$ cat src/rtl/tmq_pkg.sv
package tmq_pkg;
  typedef enum logic [1:0] {
    KIND_ERR = 2'd0,
    KIND_WPT = 2'd1,
    KIND_DTM = 2'd2,
    KIND_OVR = 2'd3
  } msg_kind_e;
  localparam int KIND_W = 2;
  localparam int MASK_W = 2;
endpackage

$ cat src/rtl/tmq_arbiter.sv
module tmq_arbiter
  import tmq_pkg::*;
#(
  parameter int PAY_W = 32
) (
  input  logic             err_valid,
  input  logic [PAY_W-1:0] err_payload,
  input  logic             wpt_valid,
  input  logic [PAY_W-1:0] wpt_payload,
  input  logic             dtm_valid,
  input  logic [PAY_W-1:0] dtm_payload,
  output logic             win_valid,
  output msg_kind_e        win_kind,
  output logic [PAY_W-1:0] win_payload
);
  always_comb begin
    win_valid   = err_valid | wpt_valid | dtm_valid;
    win_kind    = KIND_DTM;
    win_payload = dtm_payload;
    if (err_valid) begin
      win_kind    = KIND_ERR;
      win_payload = err_payload;
    end else if (wpt_valid) begin
      win_kind    = KIND_WPT;
      win_payload = wpt_payload;
    end
  end
endmodule

$ cat src/rtl/tmq_storage.sv
module tmq_storage #(
  parameter int DEPTH = 8,
  parameter int ENT_W = 34,
  localparam int AW    = (DEPTH > 1) ? $clog2(DEPTH) : 1,
  localparam int CNT_W = $clog2(DEPTH + 1)
) (
  input  logic             clk,
  input  logic             rst,
  input  logic             push,
  input  logic [ENT_W-1:0] push_data,
  input  logic             pop,
  output logic [ENT_W-1:0] head_data,
  output logic             full,
  output logic             empty,
  output logic [CNT_W-1:0] count
);
  logic [ENT_W-1:0] mem [DEPTH];
  logic [AW-1:0]    wr_ptr, rd_ptr;

  function automatic logic [AW-1:0] bump(input logic [AW-1:0] p);
    return (p == AW'(DEPTH - 1)) ? '0 : p + 1'b1;
  endfunction

  always_ff @(posedge clk) begin
    if (push) mem[wr_ptr] <= push_data;
  end

  always_ff @(posedge clk) begin
    if (rst) begin
      wr_ptr <= '0;
      rd_ptr <= '0;
      count  <= '0;
    end else begin
      if (push) wr_ptr <= bump(wr_ptr);
      if (pop)  rd_ptr <= bump(rd_ptr);
      count <= count + CNT_W'(push) - CNT_W'(pop);
    end
  end

  assign head_data = mem[rd_ptr];
  assign full      = (count == CNT_W'(DEPTH));
  assign empty     = (count == '0);
endmodule

$ cat src/rtl/tmq_overrun_ctrl.sv
module tmq_overrun_ctrl
  import tmq_pkg::*;
(
  input  logic              clk,
  input  logic              rst,
  input  logic              win_valid,
  input  msg_kind_e         win_kind,
  input  logic              wpt_valid,
  input  logic              dtm_valid,
  input  logic              full,
  input  logic              empty,
  output logic              push,
  output logic              push_ovr,
  output logic [MASK_W-1:0] ovr_code,
  output logic              draining,
  output logic              dtm_lost,
  output logic              dtm_sync_req
);
  typedef enum logic {ST_RUN, ST_DRAIN} st_e;
  st_e               st_q, st_d;
  logic [MASK_W-1:0] mask_q, mask_d, arrivals;
  logic              dtm_accept, dtm_drop, enter_drain;

  assign arrivals = {dtm_valid, wpt_valid};
  assign draining = (st_q == ST_DRAIN);

  always_comb begin
    st_d        = st_q;
    mask_d      = mask_q;
    push        = 1'b0;
    push_ovr    = 1'b0;
    enter_drain = 1'b0;
    ovr_code    = mask_q | arrivals;
    if (st_q == ST_RUN) begin
      if (win_valid) begin
        if (full) begin
          st_d        = ST_DRAIN;
          mask_d      = arrivals;
          enter_drain = 1'b1;
        end else begin
          push = 1'b1;
        end
      end
    end else begin
      if (empty) begin
        push     = 1'b1;
        push_ovr = 1'b1;
        st_d     = ST_RUN;
        mask_d   = '0;
      end else begin
        mask_d = mask_q | arrivals;
      end
    end
  end

  assign dtm_accept = push && !push_ovr && (win_kind == KIND_DTM);
  assign dtm_drop   = dtm_valid && !dtm_accept;

  always_ff @(posedge clk) begin
    if (rst) begin
      st_q         <= ST_RUN;
      mask_q       <= '0;
      dtm_lost     <= 1'b0;
      dtm_sync_req <= 1'b1;
    end else begin
      st_q     <= st_d;
      mask_q   <= mask_d;
      dtm_lost <= dtm_drop;
      if (dtm_drop || enter_drain) dtm_sync_req <= 1'b1;
      else if (dtm_accept)         dtm_sync_req <= 1'b0;
    end
  end
endmodule

$ cat src/rtl/trace_msg_queue.sv
module trace_msg_queue
  import tmq_pkg::*;
#(
  parameter int DEPTH = 8,
  parameter int PAY_W = 32
) (
  input  logic              clk,
  input  logic              rst,
  input  logic              err_valid,
  input  logic [PAY_W-1:0]  err_payload,
  input  logic              wpt_valid,
  input  logic [PAY_W-1:0]  wpt_payload,
  input  logic              dtm_valid,
  input  logic [PAY_W-1:0]  dtm_payload,
  output logic              out_valid,
  input  logic              out_ready,
  output logic [KIND_W-1:0] out_kind,
  output logic [PAY_W-1:0]  out_payload,
  output logic              dtm_lost,
  output logic              dtm_sync_req
);
  localparam int ENT_W = KIND_W + PAY_W;
  localparam int CNT_W = $clog2(DEPTH + 1);

  logic              win_valid;
  msg_kind_e         win_kind;
  logic [PAY_W-1:0]  win_payload;
  logic              push, push_ovr, draining, full, empty, pop;
  logic [MASK_W-1:0] ovr_code;
  logic [ENT_W-1:0]  push_data, head_data;
  logic [CNT_W-1:0]  fifo_count;

  tmq_arbiter #(.PAY_W(PAY_W)) u_arb (
    .err_valid(err_valid), .err_payload(err_payload),
    .wpt_valid(wpt_valid), .wpt_payload(wpt_payload),
    .dtm_valid(dtm_valid), .dtm_payload(dtm_payload),
    .win_valid(win_valid), .win_kind(win_kind), .win_payload(win_payload)
  );

  tmq_overrun_ctrl u_ctrl (
    .clk(clk), .rst(rst),
    .win_valid(win_valid), .win_kind(win_kind),
    .wpt_valid(wpt_valid), .dtm_valid(dtm_valid),
    .full(full), .empty(empty),
    .push(push), .push_ovr(push_ovr), .ovr_code(ovr_code),
    .draining(draining), .dtm_lost(dtm_lost), .dtm_sync_req(dtm_sync_req)
  );

  assign push_data = push_ovr ? {KIND_OVR, {(PAY_W-MASK_W){1'b0}}, ovr_code}
                              : {win_kind, win_payload};
  assign pop       = out_valid && out_ready;

  tmq_storage #(.DEPTH(DEPTH), .ENT_W(ENT_W)) u_store (
    .clk(clk), .rst(rst),
    .push(push), .push_data(push_data), .pop(pop),
    .head_data(head_data), .full(full), .empty(empty), .count(fifo_count)
  );

  assign out_valid   = !empty;
  assign out_kind    = head_data[ENT_W-1 -: KIND_W];
  assign out_payload = head_data[PAY_W-1:0];
endmodule

$ cat config.mk
export PLATFORM = sky130hd
export DESIGN_NAME = trace_msg_queue
export DESIGN_NICKNAME = d
export VERILOG_FILES = /design/src/rtl/tmq_pkg.sv /design/src/rtl/tmq_arbiter.sv /design/src/rtl/tmq_storage.sv /design/src/rtl/tmq_overrun_ctrl.sv /design/src/rtl/trace_msg_queue.sv
export SDC_FILE = /design/constraint.sdc
export NUM_CORES = 1
export LEC_CHECK = 0
export BUFFER_PORTS_ARGS = -buffer_cell sky130_fd_sc_hd__clkbuf_2
export CAP_MARGIN = 20
export CORE_UTILIZATION = 55
export DETAILED_ROUTE_END_ITERATION = 6
export PLACE_DENSITY = 0.76
export SYNTH_ARGS = -nofsm -noshare
export SYNTH_HDL_FRONTEND = slang
export SYNTH_HIERARCHICAL = 1
export SYNTH_SLANG_ARGS = --single-unit
$ cat constraint.sdc
create_clock -name clk -period 10.51 [get_ports clk]
set_input_delay 2.102 -clock clk [delete_from_list [all_inputs] [get_ports clk]]
set_output_delay 2.102 -clock clk [all_outputs]
set_load 0.01 [all_outputs]
**Word level (Yosys, flattened, before mapping)**

Memory sizes are Yosys's and may differ from the RTL's. A register that Yosys moved wholly into a read port is not among the register bits.
Cells that the tools add are included.

- Input bits: 102
- Bits in registers: 15
- Memories: 1
- Output and inout bits: 37
- Bits in writable memories: 272
- Word-level logic and storage cells: 57

Memory list:

| memory | depth | width | rd ports | clocked after memory_dff | write ports | line | source |
|---|---|---|---|---|---|---|---|
| u_store.mem | 8 | 34 | 1 | 1 | 1 | tmq_storage.sv:17 | `logic [ENT_W-1:0] mem [DEPTH];` |

- Add/sub/neg operators: 4
- Equal/unequal tests: 4
- Mux-type cells: 25
- Bitwise gates (word level): 3
- Reductions and logical operators: 13

Operators by type and width:

| cell | count |
|---|---|
| $mux W32 | 2 |
| $mux W34 | 1 |
| $mux W1 | 12 |
| $mux W2 | 6 |
| $mux W3 | 4 |
| $add A3 B1 Y3 const B | 2 |
| $eq A3 B3 Y1 const B | 2 |
| $add A4 B1 Y4 | 1 |
| $eq A4 B4 Y1 const B | 1 |
| $logic_and A1 B1 Y1 | 4 |
| $logic_not A4 Y1 | 1 |
| $reduce_bool A2 Y1 | 2 |
| $sub A4 B1 Y4 | 1 |
| $logic_not A1 Y1 | 3 |
| $eq A2 B2 Y1 const B | 1 |
| $or A1 B1 Y1 | 2 |
| $or A2 B2 Y2 | 1 |
| $reduce_and A2 Y1 | 1 |
| $reduce_or A2 Y1 | 1 |
| $logic_or A1 B1 Y1 | 1 |

**Depth between registers and ports, before layout**

Gate-level depths: netlist (run 1).

- Depth after elaboration: 10
- Mapped depth: 11
- Gate-level depth less buffers: 11

**By module**

Netlist (run 1), hierarchy kept.

Modules (own cells, without submodules):

| module | cells an instance | times used | area an instance (um2) | sequential area each (um2) |
|---|---|---|---|---|
| tmq_storage | 467 | 1 | 11,004.3 | 8,428.1 |
| tmq_arbiter | 110 | 1 | 724.4 | 0.0 |
| trace_msg_queue | 39 | 1 | 250.2 | 0.0 |
| tmq_overrun_ctrl | 26 | 1 | 222.7 | 100.1 |

**Worst setup path after synthesis (run 1)**

No wires, ideal clock.

- Kind: input -> register
- Start point: input port wpt_valid
- End point: memory u_store.mem[0][0], enable pin
- Arrival: 5,419 ps
- Library setup time: 468 ps
- Data required time: 10,042 ps
- Stages: 6
- Slack: 4,623 ps
- Buffers on the path: 1
- Cells stage by stage: buf_6 or3_1 or3b_4 nand2_1 nand2b_1 nor3_1

- Longest elaborated chain between the ends: 6

Ends and longest elaborated chain:

| item | line | source |
|---|---|---|
| start: declaration | trace_msg_queue.sv:11 | `input logic wpt_valid,` |
| $or A1 B1 Y1 (2 in series) | tmq_arbiter.sv:17 | `win_valid = err_valid \| wpt_valid \| dtm_valid;` |
| net win_valid | trace_msg_queue.sv:25 | `logic win_valid;` |
| $mux W1 | tmq_overrun_ctrl.sv:35 | `if (win_valid) begin` |
| $mux W1 | tmq_overrun_ctrl.sv:34 | `if (st_q == ST_RUN) begin` |
| net push | trace_msg_queue.sv:28 | `logic push, push_ovr, draining, full, empty, pop;` |
| $mux W1 | tmq_storage.sv:25 | `if (push) mem[wr_ptr] <= push_data;` |
| $mux W1 (implied by the code) | tmq_storage.sv:25 |  |
| end: declaration | tmq_storage.sv:17 |  |

The timed path passes the listed nets, and every way through them passes these cells.

==> impl_summary.log, run 1 <==
INFO  metric nature_of_the_critical_path_endpoint = output port
INFO  metric cts_max_path_buffers = 3
INFO  metric globalRouteOverflowTotal = 0
INFO  metric clockRootBuffer = clkbuf_16
INFO  metric placedCellCount = 1035
INFO  metric internal_cell_power = 0.00251 W
INFO  metric rows = 54
INFO  metric worst-setup-path-type = reg -> out
INFO  metric synthesis.instances = 642
INFO  metric postCtsSetupBuffers = 0
INFO  metric chipWidth = 151 um
INFO  metric synthToLayoutAreaGrowth = 15.3%
INFO  metric grt_antenna_before_repair = 0
INFO  metric synth_area_per_cell = 19.0 sq um
INFO  metric die_boundary_height = 151 um
INFO  metric worstMarginPinSlew = 1.02 ns
INFO  metric number_of_global_route_vias_before_repair = 6444
INFO  metric utilization = 0.646
INFO  metric power-per-cell-area = 246 nW/um^2
INFO  metric finalSetupViolations = 0
INFO  metric clkPwrFrac = 0.275
INFO  metric max-slew-margin-rel = 0.323
INFO  metric layout.area.seq = 8540 sq um
INFO  metric post_synth_instance_area = 12200 sq um
INFO  metric placement.io_buffers = 138
INFO  metric route.detailed.vias_per_inst = 5.76
INFO  metric first_iter_violations = 462
INFO  metric final_area = 14100 sq um
INFO  metric critPathMaxFanout = 37
INFO  metric cts.hold.buffers_added = 0
INFO  metric htree_num_levels = 1
INFO  metric drt_drc_violations_left = 0
INFO  metric final_common_cell = edfxtp_1
INFO  metric netSwitchingFraction = 0.274
INFO  metric tritoncts = built
INFO  metric postRouteWirelength = 23.7 mm
INFO  metric postRouteAntennaNets = 0
INFO  metric track_usage = 0.215
INFO  metric yosys.cell_types.count = 35
INFO  metric synth-seq-cells = 290
INFO  metric synthesis.nets = 755
INFO  metric required = 8.41 ns
INFO  metric worst_hold_path_type = reg -> reg
INFO  metric min_tclk_post_route = 5.26 ns
INFO  metric postCtsResizedCells = 0
INFO  metric drt_pre_antenna_iters = 5
INFO  metric die_area = 22800 sq um
INFO  metric netSwitchingPower = 0.000948 W
INFO  metric postSynth.topFlopCell = edfxtp_1
INFO  metric layout-drive-gt1-share = 0.363
INFO  metric achievable-frequency = 190 MHz
INFO  metric path_clk_slew = 0.06 ns
INFO  metric pwr-share-comb = 0.259
INFO  metric rr_startpoint = u_store/count[2]$_SDFF_PP0_
INFO  metric min-delay-start = u_ctrl/mask_q[1]$_SDFFE_PP0P_
INFO  metric num_vias = 6273
INFO  metric grt_start_max_net_pins = 69
INFO  metric min_period_over_period = 0.500
INFO  metric setup_skew = 0.0201 ns
INFO  metric most-common-layout-cells = 272 x edfxtp_1, 138 x clkbuf_2, 56 x mux4_2
INFO  metric yosysSeqAreaShare = 0.699
INFO  metric cts_made_buffers = 28
INFO  metric nets = 901
INFO  metric route.detailed.wl_per_inst = 21.8 um
INFO  metric run_status = complete, no violations
INFO  metric worst-endpoint-arrival = 3.15 ns
INFO  metric synth_edf_count = 272
INFO  metric floorplan.io_pins = 139
INFO  metric power.ir.vdd_worst = 207 uV
INFO  metric standard_cell_core_area = 21800 sq um
INFO  metric clock_sink_count = 290
INFO  metric rsz0062_at_grt = false
INFO  metric seqPwrFrac = 0.465
INFO  metric floorplan.initialDensity = 0.561
INFO  metric grt_pass1_wl = 36.0 mm
INFO  metric finalWeightedCongestion = 0.744
INFO  metric instances_no_fill = 1089
INFO  metric maxCapViolCount = 0
INFO  metric report.final.hold_viol_count = 0
INFO  metric timing.critical_path.from_type = flip-flop
INFO  metric asyncSetResetFlopFracSynth = 0
INFO  metric timing.hold.ws = 0.525 ns
INFO  metric postPlaceCellArea = 13100 sq um
INFO  metric cellLeakagePower = 5.02 nW
INFO  metric drv_slew = 0
INFO  metric place.detailed.hpwl = 13.1 mm
INFO  metric total_inserted_antenna_cells = 0
INFO  metric area_used_by_multi_input_combinational_logic = 3420 sq um
INFO  metric clk_latency = 0.54 ns
INFO  metric synth-warning-count = 6
INFO  metric setup_tns = 0 ns
INFO  metric fillerInstances = 1463
-- final cells by class --
type | count | share of cell area
flip-flops and latches | 290 | 0.607
multi-input cells | 306 | 0.243
repair buffers | 151 | 0.0598
clock buffers | 33 | 0.0527
well taps | 280 | 0.0249
clock inverters | 18 | 0.00979
inverters | 11 | 0.00294
-- power by group through the flow --
stage          sequential, W  clock (W)  combinational, W
2_1_floorplan        0.00160          0          0.000623
3_3_place_gp         0.00161          0          0.000860
3_5_place_dp         0.00163          0          0.000889
4_1_cts              0.00161   0.000970          0.000897
5_1_grt              0.00163    0.00101          0.000967
6_report             0.00161   0.000951          0.000896
-- sequential cells by signal, indices dropped and copies added (netlist names), named ones only --
name,count
u_ctrl/draining,1
u_ctrl/dtm_lost,1
u_ctrl/dtm_sync_req,1
u_ctrl/mask_q,2
u_store/count,4
u_store/mem,272
u_store/rd_ptr,3
u_store/wr_ptr,3
-- metrics by stage --
stage | power, W | setup slack [ns]
global placement | 0.00247 | 5.36
finish | 0.00345 | 5.25
detailed placement | 0.00252 | 5.17
global route | 0.00361 | 5.01
CTS | 0.00348 | 5.13
floorplan | 0.00222 | 4.62
-- critical path: stages (launching register included) --
cell and delay [ns]:
dfxtp_4 0.78, buf_4 0.70, mux4_1 0.68, mux2_4 0.29
clkbuf_2 0.13
-- kinds of logic after synthesis --
family,synth area share
multiplexers,0.197
buffers and inverters,0.0255
AO/OA/AOI/OAI,0.0180
AND/OR/NAND/NOR,0.0476
adder cells (fa/ha/maj),0.0119
XOR/XNOR,0.000718
flip-flops,0.699
-- routing by layer --
| layer | track usage | routed length, um |
|---|---|---|
| met5 | 0 | 0 |
| met4 | 0.0625 | 391 |
| met3 | 0.0301 | 1360 |
| met1 | 0.286 | 9450 |
| met2 | 0.371 | 12500 |
-- synth_stat cells, types with 2 or more instances --
| cell | n | share of area |
|---|---|---|
| a21oi_1 | 6 | 0.0025 |
| and3_1 | 3 | 0.0015 |
| buf_12 | 6 | 0.0098 |
| buf_2 | 12 | 0.0049 |
| buf_4 | 3 | 0.0018 |
| buf_6 | 2 | 0.0018 |
| clkbuf_1 | 12 | 0.0037 |
| dfxtp_1 | 18 | 0.030 |
| edfxtp_1 | 272 | 0.67 |
| ha_1 | 10 | 0.010 |
| inv_1 | 11 | 0.0034 |
| mux2_2 | 16 | 0.015 |
| mux2_4 | 20 | 0.025 |
| mux2i_1 | 35 | 0.029 |
| mux4_1 | 12 | 0.026 |
| mux4_2 | 56 | 0.10 |
| nand2_1 | 38 | 0.012 |
| nand2b_1 | 6 | 0.0031 |
| nor2_1 | 15 | 0.0046 |
| nor2b_1 | 34 | 0.017 |
| nor3_1 | 6 | 0.0025 |
| nor3b_1 | 2 | 0.0012 |
| o21ai_0 | 5 | 0.0021 |
| o21ai_1 | 28 | 0.011 |
| or2_1 | 4 | 0.0021 |
-- path summary, 6_finish.rpt --
| path | depth (start not counted) | slack, ns | end |
|---|---|---|---|
| max | 4 | 5.25 | out_payload[24] |
| min | 2 | 0.52 | u_ctrl/mask_q[1]$_SDFFE_PP0P_ |
| max reg2reg | 8 | 7.65 | u_store/mem[4][13]$_DFFE_PP_ |
| min reg2reg | 2 | 0.52 | u_ctrl/mask_q[1]$_SDFFE_PP0P_ |
Power figures use the tool's default switching activity.
==> run 2, diff against run 1 <==
- CORE_UTILIZATION: 55 -> 53
- clock period: 10.51 -> 4.6 ns (I/O delays scaled with it)
==> impl_summary.log, run 2 (synthesis results as in run 1) <==
INFO  metric min_period_over_period = 0.800
INFO  metric min_tclk_post_route = 3.68 ns
INFO  metric placedCellCount = 1046 (was 1035)
INFO  metric top_register = u_store/mem (unchanged)
INFO  metric postRouteAntennaNets = 0 (unchanged)
INFO  metric htree_num_levels = 1 (unchanged)
INFO  metric instances_no_fill = 1094 (was 1089)
INFO  metric drv_slew = 0 (unchanged)
INFO  metric top_family_by_delay_on_critical_path = multiplexers (unchanged)
INFO  metric critical_path.max_stage_delay = 0.73 ns (was 0.78 ns)
INFO  metric layout-drive-gt1-share = 0.365 (was 0.363)
INFO  metric grt_pass1_wl = 36.1 mm (was 36.0 mm)
INFO  metric netSwitchingPower = 0.00213 W (was 0.000948 W)
INFO  metric drt_pre_antenna_iters = 4 (was 5)
INFO  metric run_status = complete, no violations (unchanged)
INFO  metric setup_skew = 0.00939 ns (was 0.0201 ns)
INFO  metric setup_tns = 0 ns (unchanged)
INFO  metric cp_slowest_cell = dfxtp_4 (unchanged)
INFO  metric worstMarginPinSlew = 1.02 ns (about the same)
INFO  metric rows = 55 (was 54)
INFO  metric worst-endpoint-arrival = 2.76 ns (was 3.15 ns)
INFO  metric internal_cell_power = 0.00581 W (was 0.00251 W)
INFO  metric largest_register_ffs = 272 (unchanged)
INFO  metric totalPowerFinal = 0.00794 W (was 0.00345 W)
INFO  metric finalWeightedCongestion = 0.744 (about the same)
INFO  metric clkPwrFrac = 0.276 (was 0.275)
INFO  metric place.detailed.hpwl = 14.2 mm (was 13.1 mm)
INFO  metric floorplan.io_pins = 139 (unchanged)
INFO  metric number_of_global_route_vias_before_repair = 6341 (was 6444)
INFO  metric achievable-frequency = 272 MHz
INFO  metric final_area = 14200 sq um (was 14100 sq um)
INFO  metric finalSetupViolations = 0 (unchanged)
INFO  metric postRouteWirelength = 23.4 mm (was 23.7 mm)
INFO  metric rr_startpoint = u_store/count[2]$_SDFF_PP0_ (unchanged)
INFO  metric cts_max_path_buffers = 3 (unchanged)
INFO  metric timing.critical_path.buf_inv = 2 (unchanged)
INFO  metric num_vias = 6306 (was 6273)
INFO  metric critPathMaxFanout = 30 (was 37)
INFO  metric netSwitchingFraction = 0.269 (was 0.274)
INFO  metric synthToLayoutAreaGrowth = 16.0% (was 15.3%)
INFO  metric reg_top3 = u_store/mem: 272 flops, u_store/count: 4 flops (unchanged)
INFO  metric clock_sink_count = 290 (unchanged)
INFO  metric power.ir.vdd_worst = 350 uV (was 207 uV)
INFO  metric track_usage = 0.202 (was 0.215)
INFO  metric route.detailed.vias_per_inst = 5.76 (about the same)
INFO  metric final_common_cell = edfxtp_1 (unchanged)
INFO  metric timing.critical_path.from_type = flip-flop (unchanged)
INFO  metric rsz0062_at_grt = false (unchanged)
INFO  metric cts_made_buffers = 28 (unchanged)
INFO  metric drt_drc_violations_left = 0 (unchanged)
INFO  metric seqPwrFrac = 0.467 (was 0.465)
INFO  metric postCtsResizedCells = 0 (unchanged)
INFO  metric path_clk_slew = 0.06 ns (about the same)
INFO  metric required = 3.68 ns (was 8.41 ns)
INFO  metric placement.io_buffers = 138 (unchanged)
INFO  metric grt_antenna_before_repair = 0 (unchanged)
INFO  metric max-slew-margin-rel = 0.318 (was 0.323)
INFO  metric die_area = 23600 sq um (was 22800 sq um)
INFO  metric postPlaceCellArea = 13300 sq um (was 13100 sq um)
INFO  metric clk_latency = 0.53 ns (was 0.54 ns)
INFO  metric power-per-cell-area = 561 nW/um^2 (was 246 nW/um^2)
INFO  metric worst-setup-path-type = reg -> out (unchanged)
INFO  metric chipWidth = 154 um (was 151 um)
INFO  metric die_boundary_height = 154 um (was 151 um)
INFO  metric nets = 904 (was 901)
INFO  metric most-common-layout-cells = 272 x edfxtp_1, 138 x clkbuf_2, 56 x mux4_2 (unchanged)
INFO  metric globalRouteOverflowTotal = 0 (unchanged)
INFO  metric min-delay-start = u_store/rd_ptr[2]$_SDFFE_PP0P_ (was u_ctrl/mask_q[1]$_SDFFE_PP0P_)
INFO  metric grt_start_max_net_pins = 69 (unchanged)
INFO  metric worstPathCellList = buf_4 -> mux4_2 -> mux2_2 -> clkbuf_2 (was buf_4 -> mux4_1 -> mux2_4 -> clkbuf_2)
INFO  metric nature_of_the_critical_path_endpoint = output port (unchanged)
INFO  metric cts.hold.buffers_added = 0 (unchanged)
INFO  metric floorplan.initialDensity = 0.539 (was 0.561)
INFO  metric route.detailed.wl_per_inst = 21.4 um (was 21.8 um)
INFO  metric cellLeakagePower = 5.04 nW (was 5.02 nW)
INFO  metric first_iter_violations = 470 (was 462)
INFO  metric clockRootBuffer = clkbuf_16 (unchanged)
INFO  metric tritoncts = built (unchanged)
INFO  metric standard_cell_core_area = 22600 sq um (was 21800 sq um)
INFO  metric pwr-share-comb = 0.257 (was 0.259)
INFO  metric worst_hold_path_type = reg -> reg (unchanged)
INFO  metric maxCapViolCount = 0 (unchanged)
INFO  metric report.final.hold_viol_count = 0 (unchanged)
INFO  metric total_inserted_antenna_cells = 0 (unchanged)
INFO  metric timing.hold.ws = 0.532 ns (was 0.525 ns)
INFO  metric postCtsSetupBuffers = 0 (unchanged)
==> run 2: changes by cell type in the layout (fill, tap and decap cells not counted), moves of 3 or more <==
cell      delta
clkinv_2     -5
clkinv_1     -6
clkbuf_1     +5
clkbuf_8     +3
buf_12       +6
==> run 2: power groups by stage <==
stage	Clock, W	Combinational (W)	Sequential, W
2_1_floorplan	0	0.00143	0.00364
3_3_place_gp	0	0.00201	0.00373
3_5_place_dp	0	0.00207	0.00377
4_1_cts	0.00222	0.00208	0.00372
5_1_grt	0.00233	0.00221	0.00376
6_report	0.00219	0.00204	0.00371
==> run 2: per-layer routing <==
metal / track usage / share of wire
met1: 0.277 / 0.41
met2: 0.344 / 0.51
met3: 0.0248 / 0.061
met4: 0.0533 / 0.020
met5: 0 / 0
==> run 2: cell type report <==
class	count	area, sq um
clock buffers	41	801
clock inverters	7	87.6
fillers	1516	8490
inverters	11	41.3
multi-input cells	306	3430
flip-flops and latches	290	8540
well taps	285	357
repair buffers	154	898
==> run 2: worst min-delay path, delay by kind of cell (launching register included) <==
family,cells,cell delay (ns)
DFF,1,0.31
and+or+nand+nor,1,0.06
muxes,1,0.12
==> run 2: final timing paths <==
check                                              endpoint  slack (ns)  depth (start not counted)
worst min register to register                    flip-flop        0.53                          2
worst max register to register  u_store/mem[4][3]$_DFFE_PP_        1.66                          8
worst max-delay path                         out_payload[1]        0.92                          4
worst min-delay path                              flip-flop        0.53                          2
==> run 2: metrics by stage <==
step	utilization	worst slack, ns
final	0.625	0.918
after global placement	0.586	1.34
after detailed placement	0.586	1.27
after global routing	0.625	0.752
after floorplan	-	0.819
after CTS	0.625	0.851
